[config.mk]
export PLATFORM = sky130hd
export DESIGN_NAME = lockprot_top
export DESIGN_NICKNAME = d
export VERILOG_FILES = /design/src/rtl/lockprot_pkg.sv /design/src/rtl/lockprot_bits.sv /design/src/rtl/lockprot_ea.sv /design/src/rtl/lockprot_gate.sv /design/src/rtl/lockprot_top.sv
export SDC_FILE = /design/constraint.sdc
export NUM_CORES = 1
export LEC_CHECK = 0
export BUFFER_PORTS_ARGS = -buffer_cell sky130_fd_sc_hd__buf_2
export CORE_AREA = 2 2 39 41
export CTS_BUF_LIST = sky130_fd_sc_hd__clkbuf_16
export CTS_CLUSTER_SIZE = 30
export DETAILED_ROUTE_END_ITERATION = 12
export DIE_AREA = 0 0 41 43
export PLACE_DENSITY = 0.49
export SYNTH_ARGS = -nofsm -noshare
export SYNTH_HDL_FRONTEND = slang
export SYNTH_HIERARCHICAL = 1
export SYNTH_SLANG_ARGS = --single-unit
[constraint.sdc]
create_clock -name clk -period 1.5 [get_ports clk]
set_input_delay 0.225 -clock clk [delete_from_list [all_inputs] [get_ports clk]]
set_output_delay 0.225 -clock clk [all_outputs]
set_load 0.01 [all_outputs]
[src/rtl/lockprot_pkg.sv]
// Shared constants and functions for the code memory lock protection unit.
// Assumes three lock bits and four request kinds; indices below are fixed.
package lockprot_pkg;
    localparam int LB_W   = 3;
    localparam int LVL_W  = 2;
    localparam int NREQ   = 4;
    localparam int RQ_TBL = 0;
    localparam int RQ_PRG = 1;
    localparam int RQ_VFY = 2;
    localparam int RQ_XEX = 3;

    // Highest programmed bit plus one; zero when no bit is programmed.
    function automatic logic [LVL_W-1:0] level_of(input logic [LB_W-1:0] bits);
        logic [LVL_W-1:0] lvl;
        lvl = '0;
        for (int i = 0; i < LB_W; i++) begin
            if (bits[i]) lvl = LVL_W'(i + 1);
        end
        return lvl;
    endfunction

    // Lowest level at which a request kind is refused.
    function automatic logic [LVL_W-1:0] block_from(input int r);
        case (r)
            RQ_TBL, RQ_PRG: return LVL_W'(1);
            RQ_VFY:         return LVL_W'(2);
            default:        return LVL_W'(3);
        endcase
    endfunction
endpackage

[src/rtl/lockprot_bits.sv]
// Lock bit register: one sticky cell per bit.
// Loads the stored pattern while reset is low; afterwards writes may only set bits.
module lockprot_bits
    import lockprot_pkg::*;
#(
    parameter int W = LB_W
) (
    input  logic         clk,
    input  logic         rst_n,
    input  logic [W-1:0] nv_lock,
    input  logic         wr_en,
    input  logic [W-1:0] wr_bits,
    output logic [W-1:0] lock_q
);
    for (genvar g = 0; g < W; g++) begin : g_cell
        // Sticky cell: reload on reset, set-only on write.
        always_ff @(posedge clk) begin
            if (!rst_n)                  lock_q[g] <= nv_lock[g];
            else if (wr_en && wr_bits[g]) lock_q[g] <= 1'b1;
        end
    end
endmodule

[src/rtl/lockprot_ea.sv]
// External-access pin capture and mismatch detection.
// Assumes the captured value is meaningful only after a reset; before that it is arbitrary.
module lockprot_ea
    import lockprot_pkg::*;
(
    input  logic             clk,
    input  logic             rst_n,
    input  logic             ea_pin,
    input  logic [LVL_W-1:0] level,
    output logic             mismatch
);
    logic ea_q;

    // Capture the pin level while reset is held low.
    always_ff @(posedge clk) begin
        if (!rst_n) ea_q <= ea_pin;
    end

    // Flag disagreement only when some protection is active.
    always_comb mismatch = (level != '0) && (ea_q != ea_pin);
endmodule

[src/rtl/lockprot_gate.sv]
// Per-request gating: compares the protection level with each request's block level.
// Pure combinational; every raised request gets exactly one of allow or deny.
module lockprot_gate
    import lockprot_pkg::*;
#(
    parameter int N = NREQ
) (
    input  logic [LVL_W-1:0] level,
    input  logic [N-1:0]     req,
    output logic [N-1:0]     allow,
    output logic [N-1:0]     deny
);
    for (genvar g = 0; g < N; g++) begin : g_req
        logic ok;
        // Request passes while the level is below its block threshold.
        always_comb begin
            ok       = level < block_from(g);
            allow[g] = req[g] && ok;
            deny[g]  = req[g] && !ok;
        end
    end
endmodule

[src/rtl/lockprot_top.sv]
// Code memory lock protection unit top level.
// Ties the lock register, level decode, request gates and pin capture together.
module lockprot_top
    import lockprot_pkg::*;
(
    input  logic             clk,
    input  logic             rst_n,
    input  logic [LB_W-1:0]  nv_lock,
    input  logic             lk_wr_en,
    input  logic [LB_W-1:0]  lk_wr_bits,
    input  logic             ea_pin,
    input  logic [NREQ-1:0]  req,
    output logic [NREQ-1:0]  allow,
    output logic [NREQ-1:0]  deny,
    output logic [LVL_W-1:0] prot_level,
    output logic             ea_mismatch
);
    logic [LB_W-1:0] lock_q;

    lockprot_bits #(.W(LB_W)) u_bits (
        .clk(clk), .rst_n(rst_n), .nv_lock(nv_lock),
        .wr_en(lk_wr_en), .wr_bits(lk_wr_bits), .lock_q(lock_q)
    );

    // Fail-safe level decode from the stored bits.
    always_comb prot_level = level_of(lock_q);

    lockprot_gate #(.N(NREQ)) u_gate (
        .level(prot_level), .req(req), .allow(allow), .deny(deny)
    );

    lockprot_ea u_ea (
        .clk(clk), .rst_n(rst_n), .ea_pin(ea_pin),
        .level(prot_level), .mismatch(ea_mismatch)
    );
endmodule

-- Word-level counts from Yosys, hierarchy flattened
Index checks and enable logic that the tools add are counted.
- bits in registers: 4
- word-level logic and storage cells: 36
- $lt $le $gt $ge: 3
- equal/unequal tests: 4
- mux-type cells: 9
- reductions and logical operators: 16
- operator list (operator ; count):
    1-bit logical AND ; 12
    1-bit 2-to-1 mux ; 7
    2-bit by 1-bit != test with 1-bit output, second input constant ; 3
    2-bit < comparator, second input constant ; 2
    2-bit 2-to-1 mux ; 2
    1-bit logical NOT ; 3
    2-bit by 1-bit < comparator with 1-bit output, second input constant ; 1
    2-bit nonzero test ; 1
    1-bit != test ; 1

-- Depth between registers and ports, before layout
- word-level depth: 6
- mapped depth: 4
- mapped depth without buffers: 4

-- Modules after synthesis
The synthesis kept the hierarchy.
- modules (own cells, without submodules) (module ; instances ; cells an instance ; area an instance (µm²) ; sequential area each (µm²)):
    lockprot_bits ; 1 ; 9 ; 138.9 ; 90.1
    lockprot_gate ; 1 ; 8 ; 56.3 ; 0.0
    lockprot_ea ; 1 ; 5 ; 50.0 ; 30.0
    lockprot_top ; 1 ; 3 ; 17.5 ; 0.0

-- Worst setup path after synthesis
Ideal clock, no wire load.
- kind: reg-to-output
- start point: register u_bits.lock_q[1]
- end point: output port allow[0]
- arrival time: 1073 ps
- data required time: 1275 ps
- slack: 202 ps
- cell stages (with the launch flop): 3
- path through: edfxtp_1 or2_1 nor3b_1
- longest elaborated chain between the ends: 4
- ends and longest elaborated chain (item ; line ; text):
    start: declaration ; lockprot_bits.sv:13 ; output logic [W-1:0] lock_q
    start signal: indexed assignment ; lockprot_bits.sv:18 ; if (!rst_n) lock_q[g] <= nv_lock[g];
    2-bit 2-to-1 mux (2 in a row) ; lockprot_pkg.sv:17 ; if (bits[i]) lvl = LVL_W'(i + 1);
    via prot_level[1] ; lockprot_top.sv:15 ; output logic [LVL_W-1:0] prot_level,
    2-bit by 1-bit < comparator with 1-bit output ; lockprot_gate.sv:17 ; ok = level < block_from(g);
    1-bit logical AND ; lockprot_gate.sv:18 ; allow[g] = req[g] && ok;
    end: declaration ; lockprot_top.sv:13 ; output logic [NREQ-1:0] allow,
The timed path passes the listed nets, and every way through them passes these cells.

-- Worst setup path in the final report
- start point: register u_bits.lock_q[1]
- end point: output port allow[1]
- longest elaborated chain between the ends: 4
- ends and longest elaborated chain (item ; line):
    2-bit 2-to-1 mux (2 in a row) ; lockprot_pkg.sv:17
    2-bit by 1-bit < comparator with 1-bit output ; lockprot_gate.sv:17
    1-bit logical AND ; lockprot_gate.sv:18
No other way between the ends.

==> results.toml <==
[cts]
h-tree-depth = 1
cts_setup_buffers = 0
numCtsBuffers = 3
hold_buffers = 0
clock_sinks = 4
clk_pin_slew_worst_paths_ns = 0.03
cts_root_buf = "clkbuf_16"
cts_max_path_buffers = 2
cts_tree = "yes"

[setup_path]
worstPathRequired_ns = 1.27
crit_path_end_kind = "output pin"
path_class = "flip-flop to output pin"
startpoint_type = "flip-flop"
crit_arrival_ns = 1.25
cp_max_fo = 10
slowest_stage = "edfxtp_1"
cp.buffers_inverters = 1
cp_top_family = "simple AND/OR/NAND/NOR gates"
cp_slowest_stage_delay_ns = 0.37
path_cells = "or2_4 > nor3b_1 > buf_2"

[yosys]
synth_top_family_by_area = "simple AND/OR/NAND/NOR gates"
synth-compound-area-share = 0.229
ys_seq_area_frac = 0.457
synth.distinct_cells = 13
syn_area_um2 = 263
yosysWarnings = 6
postSynthAreaPerCell_um2 = 10.5
synthSimpleGateAreaFrac = 0.252
synth_area_leader_cell = "edfxtp_1"
synth.area.mux_share = 0
synthTopCellsByArea = "edfxtp_1, a21bo_1, or2_1"
synth_fa_ha_area_frac = 0
syn_inst = 25
synth_top_area_frac = 0.457
synth_xor_area_frac = 0.0333
ys_ff_latch = 4
synth_nets = 39

[grt]
grt_pass1_wl_um = 883
grt_max_degree = 11
antenna_found_initial = 0
grt-ovfl-total = 0
grt_pass1_vias = 231
groute.usage.overall = 0.0870

[timing]
fmax_mhz = 679
slew_viol_final = 0
rsz0062_at_grt = "true"
period_share = 0.982
hold_viol_final = 0
min_period_ns = 1.47
setup_violations = 0
max_slew_margin = 0.842
hold_ws_ns = 0.207
worstMarginPinSlew_ns = 0.237
setup_ws_ns = 0.0276

[routing]
wl_per_cell_um = 8.76
antenna_left = 0
finalWirelength_um = 596
via_per_inst = 4.13
vias = 281
drt_iter0_drc = 2
drc = 0
drt_first_pass_iters = 2

[floorplan]
die_x_um = 41
start_util = 0.190
die_h_um = 43
rows = 14
dieArea_um2 = 1760
fp.coreArea_um2 = 1380
io_pins = 25

[layout]
fill_cells = 148
multiInputGateArea_um2 = 143
finalNetCount = 68
ff_latch_area_um2 = 120
insertedDiodeCount = 0
layout-drive-gt1-share = 0.558
post-route-util = 0.351
syn2layout_area_growth_pct = 84.8

[pwr]
comb_power_share = 0.151
p_leak_nw = 0.248
intPower_mw = 0.527
power_density_nw_per_um2 = 1350
pwr-share-clk = 0.635
p_sw_frac = 0.194
power.share.sequential = 0.214
switchingPower_mw = 0.127
ir_drop_uv = 622
power_mw = 0.653

[job]
maxCapViolations = 0

[place]
place_ws_ns = 0.155
dp_hpwl_um = 471
port_buffers = 24
place_congestion = 0.587

[worst_hold_path]
hold_path.class = "input pin to flip-flop"

[outcome]
outcome = "finished clean"
-- final timing paths --
path | start | end | slack, ns | cells after the start
hold / removal | ea_pin | u_ea/ea_q | 0.21 | 1
setup / recovery | u_bits/lock_q[1] | allow[1] | 0.03 | 3
-- layer usage --
layer  routed length (µm)  global-route usage  vias up
met2                  210               0.100       26
li1                     -                   -      141
met4                   38               0.140        0
met5                    0                   0        -
met1                  235              0.0858      110
met3                  112              0.0366        4
-- registers in the layout, indices dropped and copies added (netlist names) --
signal,cells
u_bits/lock_q,3
u_ea/ea_q,1
-- what timing repair did --
action / CTS / global route
endpoints found under the setup margin: 4 / 4
pin swaps: 0 / 1
gates resized for setup: 2 / 0
-- synth_stat cells (all sizes together) --
cell and instances:
a21o 1, o21a 2, a21boi 1, nor2 2, and2 1, xnor2 1, or2 4, edfxtp 4
and3 1, nor2b 1, nor3b 2, inv 2, a21bo 3
-- area by class of cell --
cell class	instances	area share
Inverter	2	0.0155
Tap cell	16	0.0412
Multi-Input combinational cell	19	0.294
Clock buffer	3	0.155
Timing Repair Buffer	24	0.247
Sequential cell	4	0.247
-- metrics by stage --
step           TNS, ns  cells  cell area [µm²]
2_1_floorplan        0     25              263
3_3_place_gp         0     65              403
3_5_place_dp         0     65              403
4_1_cts              0     68              485
5_1_grt        -0.0809     68              485
6_report             0     68              485
-- logic make-up (layout without fill, tap and decap cells) --
group	count (synthesis)	after routing
buffers and inverters	2	29
flip-flops	4	4
AO/OA/AOI/OAI	7	7
XOR/XNOR	1	1
AND/OR/NAND/NOR	11	11
-- power groups by stage --
stage	combinational [mW]	sequential, mW	clock [mW]
after global routing	0.112	0.141	0.435
final	0.0984	0.140	0.415
after global placement	0.0964	0.141	0
after CTS	0.0995	0.140	0.424
after floorplan	0.0509	0.140	0
after detailed placement	0.0961	0.141	0
-- layout by cell type (no fill, tap or decap) --
master     instances
nor2b_1            1
o21a_1             2
and3_1             1
and2_1             1
a21boi_0           1
nor2_1             2
inv_1              2
or2_1              3
xnor2_1            1
buf_2             24
clkbuf_16          3
or2_4              1
nor3b_2            1
edfxtp_1           4
a21bo_1            3
nor3b_1            1
a21o_1             1
Power figures use the tool's default switching activity.
